### src/rtl/wiper_i2c_slave.sv
module wiper_i2c_slave #(
  parameter int          FILT_CYC = 5,
  parameter logic [3:0]  DEV_ID   = 4'b1010,
  parameter logic [7:0]  WIPER_RST = 8'h80
)(
  input  logic       clk,
  input  logic       rst_n,
  input  logic       scl_in,
  input  logic       sda_in,
  input  logic [2:0] strap,
  output logic       sda_pull_n,
  output logic [7:0] wiper0,
  output logic [7:0] wiper1,
  output logic       shdn_n
);
  localparam int FW = $clog2(FILT_CYC + 1);
  localparam logic [7:0] A_W0 = 8'h00, A_W1 = 8'h01, A_CTL = 8'h10;

  typedef enum logic [2:0] {S_IDLE, S_ID, S_ADDR, S_WR, S_RD, S_SKIP} st_t;

  logic [1:0] s1, s2, filt, filt_q;
  logic [1:0][FW-1:0] fcnt;

  always_ff @(posedge clk or negedge rst_n)
    if (!rst_n) begin
      s1 <= 2'b11; s2 <= 2'b11; filt <= 2'b11; filt_q <= 2'b11; fcnt <= '0;
    end else begin
      s1 <= {scl_in, sda_in};
      s2 <= s1;
      filt_q <= filt;
      for (int i = 0; i < 2; i++)
        if (s2[i] == filt[i]) fcnt[i] <= '0;
        else if (fcnt[i] == FW'(FILT_CYC - 1)) begin
          fcnt[i] <= '0;
          filt[i] <= s2[i];
        end else fcnt[i] <= fcnt[i] + 1'b1;
    end

  wire scl_f    = filt[1];
  wire sda_f    = filt[0];
  wire scl_rise = scl_f & ~filt_q[1];
  wire scl_fall = ~scl_f & filt_q[1];
  wire start_c  = scl_f & filt_q[1] & filt_q[0] & ~sda_f;
  wire stop_c   = scl_f & filt_q[1] & ~filt_q[0] & sda_f;

  st_t        st;
  logic [3:0] bitcnt;
  logic [7:0] sh, ptr, ptr_nx, rd_byte;
  logic       ctl6;

  wire id_ok = (sh[7:1] == {DEV_ID, strap});
  assign shdn_n = ctl6;

  always_comb
    case (ptr)
      A_W0:    rd_byte = wiper0;
      A_W1:    rd_byte = wiper1;
      A_CTL:   rd_byte = {1'b0, ctl6, 6'b0};
      default: rd_byte = 8'h00;
    endcase

  always_comb
    case (ptr)
      A_W0:    ptr_nx = A_W1;
      A_W1:    ptr_nx = A_W0;
      default: ptr_nx = ptr;
    endcase

  always_ff @(posedge clk or negedge rst_n)
    if (!rst_n) begin
      st <= S_IDLE; bitcnt <= '0; sh <= '0; ptr <= '0;
      wiper0 <= WIPER_RST; wiper1 <= WIPER_RST; ctl6 <= 1'b1; sda_pull_n <= 1'b1;
    end else if (start_c) begin
      st <= S_ID; bitcnt <= '0; sda_pull_n <= 1'b1;
    end else if (stop_c) begin
      st <= S_IDLE; sda_pull_n <= 1'b1;
    end else if (st != S_IDLE && st != S_SKIP) begin
      if (scl_rise) begin
        if (bitcnt != 4'd8) begin
          sh <= {sh[6:0], sda_f};
          bitcnt <= bitcnt + 1'b1;
        end else begin
          bitcnt <= '0;
          case (st)
            S_ID:   st <= !id_ok ? S_SKIP : (sh[0] ? S_RD : S_ADDR);
            S_ADDR: begin ptr <= sh; st <= S_WR; end
            S_WR: begin
              case (ptr)
                A_W0:    wiper0 <= sh;
                A_W1:    wiper1 <= sh;
                A_CTL:   ctl6 <= sh[6];
                default: ;
              endcase
              ptr <= ptr_nx;
            end
            S_RD:   if (sda_f) st <= S_SKIP; else ptr <= ptr_nx;
            default: ;
          endcase
        end
      end else if (scl_fall) begin
        if (bitcnt == 4'd8) sda_pull_n <= (st == S_RD) | ((st == S_ID) & !id_ok);
        else if (st == S_RD) sda_pull_n <= rd_byte[~bitcnt[2:0]];
        else sda_pull_n <= 1'b1;
      end
    end


  sda_hold_chk: assert property (@(posedge clk) disable iff (!rst_n)
    (scl_f && filt_q[1] && !start_c && !stop_c) |=> $stable(sda_pull_n));


  idle_release_chk: assert property (@(posedge clk) disable iff (!rst_n)
    (st == S_IDLE || st == S_SKIP) |-> sda_pull_n);


  wiper_commit_chk: assert property (@(posedge clk) disable iff (!rst_n)
    (wiper0 != $past(wiper0) || wiper1 != $past(wiper1)) |->
      $past(st == S_WR && scl_rise && bitcnt == 4'd8));


  ctl_commit_chk: assert property (@(posedge clk) disable iff (!rst_n)
    (shdn_n != $past(shdn_n)) |-> $past(st == S_WR && ptr == A_CTL && scl_rise));
endmodule

### config.mk
export PLATFORM = sky130hd
export DESIGN_NAME = wiper_i2c_slave
export DESIGN_NICKNAME = d
export VERILOG_FILES = /design/src/rtl/wiper_i2c_slave.sv
export SDC_FILE = /design/constraint.sdc
export NUM_CORES = 1
export LEC_CHECK = 0
export BUFFER_PORTS_ARGS = -buffer_cell sky130_fd_sc_hd__buf_2
export CAP_MARGIN = 20
export CORE_MARGIN = 1.5
export CORE_UTILIZATION = 55
export DETAILED_ROUTE_END_ITERATION = 10
export GPL_TIMING_DRIVEN = 1
export PLACE_DENSITY = 0.75
export SLEW_MARGIN = 20
export SYNTH_ARGS = -nofsm -noshare
export SYNTH_HDL_FRONTEND = slang
export SYNTH_SLANG_ARGS = --single-unit
### constraint.sdc
create_clock -name clk -period 6.5 [get_ports clk]
set_clock_uncertainty 0.15 [all_clocks]
set_input_delay 0.975 -clock clk [delete_from_list [all_inputs] [get_ports clk]]
set_output_delay 0.975 -clock clk [all_outputs]
set_load 0.01 [all_outputs]
=== Word level (Yosys, flattened, before mapping) ===
Index checks and enable logic that the tools add are counted.

* Bits in registers: 55
* Bits of input ports: 7
* Output and inout bits: 18
* Word-level logic and storage cells: 109

* $add $sub $neg: 3
* Magnitude comparators: 1
* Eq/ne operators: 19
* Mux-type cells: 31
* Bitwise logic cells: 19
* Reduce and logical (&&, ||, !) cells: 21

{| class="wikitable"
|+ Operators with widths
! cell !! number
|-
| $pmux 8 s3 || 2
|-
| $mux 3 || 12
|-
| $reduce_and 7->1 || 4
|-
| $mux 4 || 5
|-
| $pmux 8 s2 || 1
|-
| $reduce_bool 3->1 || 5
|-
| $reduce_and 5->1 || 2
|-
| $eq 3x3->1 const B || 3
|-
| $not 1->1 || 9
|-
| $pmux 3 s3 || 1
|-
| $and 1x1->1 || 8
|-
| $eq 8x1->1 const B || 1
|-
| $eq 8x5->1 const B || 1
|-
| $logic_not 8->1 || 1
|-
| $mux 1 || 8
|-
| $mux 8 || 1
|-
| $ne 4x4->1 const B || 2
|-
| $eq 7x7->1 || 1
|-
| $add 3x1->3 const B || 2
|-
| $eq 3x2->1 const B || 2
|-
| $ne 3x3->1 const B || 2
|-
| $reduce_and 3->1 || 2
|-
| $reduce_bool 5->1 || 1
|-
| $add 4x1->4 const B || 1
|-
| 13 further kinds || 17
|}

=== Longest topological paths before layout ===
Gate-level depths: netlist of run 1.

* Depth in word-level cells: 11
* Gate-level depth with buffers: 9
* Depth with buffers taken out: 7

=== Worst setup path before layout of run 1 ===
Ideal clock, no wire load.

* Path type: reg2reg
* Start: register bitcnt[0]
* End: register wiper1[0]
* Library setup time: 0.125 ns
* Arrival time: 2.165 ns
* Data required time: 6.225 ns
* Setup slack: 4.060 ns
* Cell stages (with the launch flop): 9
* Path buffers: 1
* Clock period less this slack: 2.440 ns
* Path through: dfrtp_1 -> clkbuf_1 -> inv_1 -> ha_1 -> and3b_1 -> nand3_1 -> or3_4 -> nor3b_4 -> mux2_2

* Word-level cells in the longest chain between the ends: 3

{| class="wikitable"
|+ Ends and longest elaborated chain
! what !! line !! RTL
|-
| start, declared || 47 || <nowiki>logic [3:0] bitcnt;</nowiki>
|-
| start signal, assigned || 81 || <nowiki>bitcnt <= bitcnt + 1'b1;</nowiki>
|-
| $ne 4x4->1 || 79 || <nowiki>if (bitcnt != 4'd8) begin</nowiki>
|-
| $not 1->1 (no line) || - ||
|-
| $reduce_and 7->1 (no line) || - ||
|-
| end signal, assigned || 90 || <nowiki>A_W1: wiper1 <= sh;</nowiki>
|-
| end, declared || 13 || <nowiki>output logic [7:0] wiper1,</nowiki>
|}

No other way between the ends.
A chain may end at the register's enable or synchronous reset.

=== Worst setup path in the final report of run 1 ===
* Start: register bitcnt[0]
* End: register wiper1[2]

The elaborated chain is that of the path after synthesis.

==> flow_summary_export.csv, run 1 <==
group,metric,value,unit
outcome,status,"finished, final reports clean",
clocking,cts.sinks,55,
route,drt_wl_total,5.03,mm
timing,slew_viol_final,0,
global_route,grt_start_max_net_pins,56,
worst_setup_path,cp.buffers_inverters,1,
worst_setup_path,reg2regPathDepth,7,
timing,slew_headroom,55.1,%
pwr,leakage,0.00137,µW
finish,diodes,0,
synth,synth.distinct_cells,45,
worst_setup_path,cp_max_fo,9,
route,vias,1824,
placement,io_buffer_count,24,
global_route,grt_pass1_wl,8.54,mm
finish,drive_gt1_share,32.2,%
clocking,path_clk_slew,0.09,ns
route,drc,0,
flow_run,maxCapViolCount,0,
die,rows,25,
clocking,cts_made_buffers,5,
pwr,power.density,350,mW/mm²
timing,rsz0062_at_grt,"false",
timing,worst_slew_pin_slew,0.674,ns
timing,hold_violations,0,
clocking,post_cts_resize_count,0,
synth,yosysWarnings,0,
placement,place_hpwl,3.55,mm
worst_hold_path,whs_endpoint,"s2[1]",
clocking,postCtsSetupBuffers,0,
worst_setup_path,path_cells,"inv_1, ha_1, and3b_1, nand3_1, or3_4, nor3b_4, mux2_2",
finish,final_cell_count_no_fill,325,
die,coreArea,0.00472,mm²
synth,ys_ff_latch,55,
die,floorplan.die_area,0.00533,mm²
worst_setup_path,critPathTopFamily,"simple AND/OR/NAND/NOR gates",
die,die_w,73,µm
clocking,hold_buffers,0,
worst_setup_path,critPathMaxStageDelay,0.52,ns
clocking,cts_tree,"yes",
worst_hold_path,whs_path_depth,0,
route,final_antenna_net_count,0,
timing,worst_hold_slack,0.209,ns
route,viasPerCell,5.61,
finish,nets,270,
clocking,clockBufferDepth,2,
global_route,gr-total-overflow,0,
finish,n_fill_cell,379,
global_route,first_global_vias,1765,
synth,ys.flop_type,"dfrtp_1",
timing,fin_crit,2.64,ns
route,wl_per_cell,15.5,µm
placement,dp.cells,317,
worst_setup_path,r2r-end,"wiper1[2]",
synth,syn_avg_cell_area,11.5,µm²
clocking,clockRootBuffer,"clkbuf_8",
timing,fmax,379,MHz
route,drtIter0Drc,149,
die,initial_core_util,57.1,%
synth,synthesis.nets,247,
clocking,insertion_delay,0.31,ns
synth,netlist_instances,234,
finish,layout_common_cells,"43 x dfrtp_1, 29 x mux2_2, 25 x nand2_1, 24 x buf_2, 15 x nor2_1",
worst_hold_path,hold_start,"s1[1]",
global_route,grt.total_usage,21.3,%
route,drt-pass1-iter-count,4,
finish,area_growth,10.4,%
clocking,htreeDepth,2,
worst_setup_path,slowest_stage,"dfrtp_1",
worst_setup_path,cp_data_arrival_time,2.69,ns
worst_setup_path,cp.required,6.55,ns
worst_hold_path,hp-class,"flip-flop to flip-flop",
die,ios,25,
synth,async_reset_ff_share,100,%
worst_setup_path,rr_startpoint,"bitcnt[0]",
worst_setup_path,crit_path_start_kind,"flip-flop",
finish,final_common_cell,"dfrtp_1",
timing,period_share,40.6,%
timing,setup_tns,0,ns
synth,synth_area,0.00270,mm²
worst_setup_path,end_kind,"flip-flop",
placement,place_congestion,0.903,
pwr,peakVddDrop,0.218,mV
worst_setup_path,crit_type,"flip-flop to flip-flop",
synth,synth-edff-count,0,
synth,yosysSeqAreaShare,51.6,%
global_route,antenna_found_initial,0,
timing,finalSetupViolCount,0,
worst_setup_path,r2r_setup_slack,3.86,ns
die,fp.dieH,73,µm
registers in the layout, indices dropped and copies added (netlist names):
signal,cells
sda_pull_n,1
filt,2
filt_q,2
fcnt,6
s2,2
shdn_n,1
ptr,8
wiper1,8
st,3
sh,8
bitcnt,4
wiper0,8
s1,2
synth_stat cells, drive strengths merged, types with 4 or more instances:
cell | number | area, µm²
buf | 5 | 27.5
nor2 | 15 | 56.3
dfstp | 12 | 315
nand2 | 25 | 93.8
xnor2 | 7 | 61.3
nor2b | 6 | 37.5
mux2i | 4 | 40.0
dfrtp | 43 | 1080
ha | 6 | 75.1
clkbuf | 4 | 15.0
nor3b | 5 | 48.8
nand3 | 7 | 35.0
a21oi | 6 | 30.0
o21ai | 13 | 65.1
mux2 | 29 | 327
inv | 9 | 33.8
layout make-up:
cell class | count | area, µm² | share of cell area (%)
clock buffer | 5 | 68.8 | 2.31
multi-input combinational | 161 | 1230 | 41.2
sequential | 55 | 1390 | 46.7
clock inverter | 3 | 43.8 | 1.47
tap | 67 | 83.8 | 2.82
inverter | 9 | 33.8 | 1.13
timing repair buffer | 25 | 128 | 4.29
metrics by stage:
stage	power, µW	utilization, %	cell area, µm²	setup slack (ns)
after floorplan	749	-	2700	4.06
after global placement	813	60.6	2860	3.98
after detailed placement	823	60.6	2860	3.89
after CTS	1050	63.0	2980	3.88
after global routing	1120	63.0	2980	3.72
final	1040	63.0	2980	3.86
report_power, final:
group	total [µW]	internal [µW]	switching, µW
Combinational	285	148	137
Clock	223	115	109
Sequential	535	420	114
worst max path at each step:
stage	from	end	slack (ns)	depth (start not counted)
detailed placement	bitcnt[0]	wiper1[6]	3.89	7
global route	bitcnt[0]	wiper1[3]	3.72	7
global placement	bitcnt[0]	wiper1[3]	3.98	7
floorplan	bitcnt[0]	wiper1[0]	4.06	8
CTS	bitcnt[0]	wiper1[2]	3.88	7
finish	bitcnt[0]	wiper1[2]	3.86	7
kinds of logic after synthesis:
logic type	count (synthesis)	share of synthesized area, %
compound gates	36	8.54
xor+xnor	8	2.60
fa+ha+maj	6	2.79
buf+inv	18	2.83
flops	55	51.6
mux	36	16.1
simple gates	75	15.5
metal layers:
metal  track usage [%]  share of wire, %
met5                 0                 0
met3              4.70               3.3
met4              8.81               1.9
met1              29.8                49
met2              32.2                46
No activity file was read; power rests on OpenSTA's default activity.
==> inputs of run 2 (changes only) <==
clock period = 2.5 ns   (was 6.5 ns; I/O delays follow)
==> flow_summary_export.csv, run 2 (synthesized netlist as in run 1, its figures left out) <==
group,metric,value,unit
outcome,status,"finished, final reports clean",
route,drt_wl_total,5.36,mm
worst_setup_path,cp_data_arrival_time,2.37,ns
finish,nets,285,
pwr,leakage,0.00144,µW
clocking,cts_made_buffers,5,
worst_setup_path,crit_type,"flip-flop to flip-flop",
route,met2RoutedLength,2.54,mm
worst_setup_path,critPathTopFamily,"simple AND/OR/NAND/NOR gates",
route,viasPerCell,5.48,
global_route,grt.total_usage,21.7,%
finish,drive_gt1_share,34.8,%
placement,dp_slack,0.103,ns
route,routedLengthMet1,2.53,mm
timing,hold_violations,0,
worst_setup_path,end_kind,"flip-flop",
clocking,cts.sinks,55,
timing,fin_crit,2.31,ns
pwr,peakVddDrop,0.502,mV
die,floorplan.die_area,0.00533,mm²
route,drc,0,
flow_run,maxCapViolCount,0,
die,rows,25,
die,die_w,73,µm
die,coreArea,0.00472,mm²
timing,slew_headroom,59.4,%
clocking,cts_tree,"yes",
placement,io_buffer_count,24,
clocking,clockBufferDepth,2,
placement,place_congestion,0.805,
worst_setup_path,crit_path_start_kind,"flip-flop",
worst_hold_path,hp-class,"flip-flop to flip-flop",
timing,worst_slew_pin_slew,0.608,ns
clocking,insertion_delay,0.32,ns
route,drt-pass1-iter-count,4,
finish,layout_common_cells,"43 x dfrtp_1, 29 x mux2_2, 25 x nand2_1, 24 x buf_2, 15 x nor2_1",
die,initial_core_util,57.1,%
route,final_antenna_net_count,0,
timing,finalSetupViolCount,0,
worst_setup_path,cp_max_fo,8,
timing,setup_tns,0,ns
global_route,grt_pass1_wl,8.69,mm
worst_setup_path,path_cells,"inv_1, ha_1, and3b_1, nand3_1, or3_4, nor3b_4, buf_12, mux2_2",
timing,period_share,92.5,%
global_route,gr-total-overflow,0,
finish,area_growth,15.0,%
worst_setup_path,critPathMaxStageDelay,0.39,ns
timing,slew_viol_final,0,
timing,setup_ws,0.186,ns
worst_setup_path,slowest_stage,"dfrtp_1",
finish,final_cell_count_no_fill,340,
die,fp.dieH,73,µm
finish,final_common_cell,"dfrtp_1",
global_route,antenna_found_initial,0,
worst_setup_path,cp.required,2.56,ns
placement,place_hpwl,3.86,mm
clocking,path_clk_slew,0.10,ns
route,top_layer,"met4",
finish,diodes,0,
worst_setup_path,cp.buffers_inverters,2,
clocking,clockRootBuffer,"clkbuf_8",
route,met3_length,204,µm
global_route,first_global_vias,1808,
timing,fmax,432,MHz
pwr,power.density,893,mW/mm²
route,vias,1862,
timing,rsz0062_at_grt,"false",
global_route,grt_start_max_net_pins,21,
placement,dp.cells,326,
route,wl_per_cell,15.8,µm
pwr,total_power,2770,µW
route,drtIter0Drc,72,
die,ios,25,
clocking,htreeDepth,2,
-- run 2: changes by cell type in the layout (fill, tap and decap cells not counted), sizes merged --
cell / before / now
dlygate4sd3: 0 / 3
inv: 9 / 10
clkbuf: 5 / 6
clkinv: 2 / 1
bufinv: 1 / 0
buf: 25 / 37
-- run 2: worst paths after layout --
path,startpoint,end,slack (ns),cells after the start
max,bitcnt[1],wiper1[6],0.19,8
min reg2reg,s1[1],s2[1],0.21,0
min,s1[1],s2[1],0.21,0
max reg2reg,bitcnt[1],wiper1[6],0.19,8
min in group asynchronous,rst_n,fcnt[0],0.37,2
max in group asynchronous,rst_n,shdn_n,1.17,3
-- run 2: final cells by class --
| cell class | count | area (µm²) |
|---|---|---|
| multi-input combinational | 161 | 1230 |
| fill | 358 | 1620 |
| clock buffer | 6 | 82.6 |
| timing repair buffer | 40 | 260 |
| tap | 67 | 83.8 |
| sequential | 55 | 1390 |
| clock inverter | 2 | 20.0 |
| inverter | 9 | 33.8 |
-- run 2: repair_timing --
action,4_1_cts,5_1_grt
setup endpoints to repair,0,13
buffers inserted,0,3
hold buffers,3,0
resized for setup,0,0
hold endpoints to repair,13,0
-- run 2: metal layers --
| layer | up-vias | global-route usage (%) |
|---|---|---|
| met1 | 918 | 30.8 |
| met2 | 40 | 33.5 |
| met3 | 7 | 3.31 |
| met5 | - | 0 |
| li1 | 897 | - |
| met4 | 0 | 8.39 |
-- run 2: where the power goes --
group          internal, µW  switching, µW  total [µW]
logic                   442            443         885
registers              1090            245        1340
clock network           234            309         543
total                  1770            997        2770
-- run 2: metrics by stage --
| stage | instance area (µm²) | utilization [%] | hold WS [ns] |
|---|---|---|---|
| after floorplan | 2700 | - | -0.0706 |
| after global placement | 2930 | 62.1 | 0.182 |
| after detailed placement | 2930 | 62.1 | 0.191 |
| after CTS | 3060 | 64.9 | 0.212 |
| after global routing | 3100 | 65.6 | 0.219 |
| final | 3100 | 65.6 | 0.212 |
==> inputs of run 3 (changes only) <==
CORE_ASPECT_RATIO = 1.75   (was default)
TNS_END_PERCENT = 1   (was default)
==> flow_summary_export.csv, run 3 (synthesized netlist as in run 1, its figures left out) <==
group,metric,value,unit
die,coreArea,0.00471,mm²
timing,rsz0062_at_grt,"false",
finish,drive_gt1_share,34.2,%
worst_setup_path,crit_type,"flip-flop to flip-flop",
timing,slew_headroom,55.3,%
timing,period_share,94.1,%
finish,area_growth,12.5,%
pwr,combinationalPowerShare,32.1,%
placement,place_congestion,0.836,
route,final_antenna_net_count,0,
global_route,grt_pass1_wl,8.99,mm
clocking,path_clk_slew,0.10,ns
clocking,clockBufferDepth,2,
global_route,grt.total_usage,22.1,%
route,viasPerCell,5.84,
placement,dp_slack,0.161,ns
worst_setup_path,cp_max_fo,8,
clocking,clockRootBuffer,"clkbuf_8",
worst_setup_path,cp_data_arrival_time,2.40,ns
clocking,post_cts_resize_count,0,
clocking,insertion_delay,0.30,ns
finish,final_common_cell,"dfrtp_1",
clocking,postCtsSetupBuffers,0,
route,vias,1876,
route,drtIter0Drc,48,
timing,finalSetupViolCount,0,
clocking,hold_buffers,0,
timing,worst_slew_pin_slew,0.670,ns
route,drt-pass1-iter-count,4,
die,fp.dieH,95.6,µm
placement,io_buffer_count,24,
finish,fin_area,0.00303,mm²
outcome,status,"finished, final reports clean",
route,wl_per_cell,16.6,µm
die,initial_core_util,57.3,%
pwr,p_switching,968,µW
die,die_w,55.9,µm
timing,slew_viol_final,0,
die,floorplan.die_area,0.00535,mm²
timing,hold_violations,0,
timing,setup_tns,0,ns
timing,fmax,425,MHz
global_route,grt_start_max_net_pins,56,
placement,placed_cell_area,0.00292,mm²
route,drt_wl_total,5.31,mm
clocking,cts.sinks,55,
pwr,leakage,0.00142,µW
route,drc,0,
finish,layout_common_cells,"43 x dfrtp_1, 29 x mux2_2, 25 x nand2_1, 24 x buf_2, 15 x nor2_1",
timing,fin_crit,2.35,ns
global_route,gr-total-overflow,0,
finish,diodes,0,
pwr,clkPwrFrac,18.7,%
global_route,first_global_vias,1903,
pwr,internal-power,1760,µW
pwr,swShare,35.5,%
die,ios,25,
pwr,peakVddDrop,0.662,mV
worst_setup_path,end_kind,"flip-flop",
pwr,power.density,900,mW/mm²
worst_setup_path,cp.required,2.54,ns
pwr,share_seq_of_total_power,49.2,%
flow_run,maxCapViolCount,0,
worst_hold_path,hp-class,"input pin to async pin",
worst_setup_path,crit_path_start_kind,"flip-flop",
clocking,htreeDepth,2,
clocking,cts_made_buffers,5,
die,rows,33,
pwr,total_power,2730,µW
global_route,antenna_found_initial,0,
placement,place_hpwl,3.95,mm
finish,nets,282,
clocking,cts_tree,"yes",
timing,setup_ws,0.146,ns
## run 3: cell count changes in the layout (fill, tap and decap cells not counted), sizes merged
cell	previous run	this run
buf	37	35
clkinv	1	0
dlygate4sd3	3	2
## run 3: through the flow
stage               hold slack (ns)  std cells  utilization (%)
floorplan                   -0.0706        234                -
global placement              0.196        312             62.0
detailed placement            0.198        312             62.0
CTS                       0.0000325        319             64.0
global route                 0.0957        321             64.4
finish                       0.0363        321             64.4
## run 3: final cells by class
class	instances	area, µm²
clock inverter	1	8.76
fill	393	1680
sequential	55	1390
clock buffer	6	82.6
inverter	9	33.8
timing repair buffer	37	223
tap	52	65.1
multi-input combinational	161	1230
## run 3: critical path, stage by stage (launching register included)
cell     delay [ns]
dfrtp_1        0.39
inv_1          0.10
ha_1           0.16
and3b_1        0.17
nand3_1        0.07
or3_4          0.39
nor3b_4        0.42
mux2_2         0.39
## run 3: final timing paths
path | from | end | slack, ns | depth (start not counted)
worst max-delay path | bitcnt[1] | wiper1[3] | 0.15 | 7
worst min register to register | s1[1] | s2[1] | 0.21 | 0
worst max register to register | bitcnt[1] | wiper1[3] | 0.15 | 7
worst min-delay path | rst_n | fcnt[3] | 0.04 | 2
min in group clk | s1[1] | s2[1] | 0.21 | 0
max in group asynchronous | rst_n | wiper0[5] | 1.72 | 2
## run 3: routing by layer
metal	GRT usage [%]	vias to the layer above	part of all wire, %
li1	-	895	-
met1	24.3	932	40
met2	40.9	34	54
met3	2.99	15	1.9
met4	12.1	0	4.0
met5	0	-	0
## run 3: power by group through the flow
stage	registers, µW	logic [µW]	clock network (µW)
3_3_place_gp	1350	853	0
4_1_cts	1340	880	527
3_5_place_dp	1360	875	0
2_1_floorplan	1240	710	0
6_report	1340	875	510
5_1_grt	1380	978	551
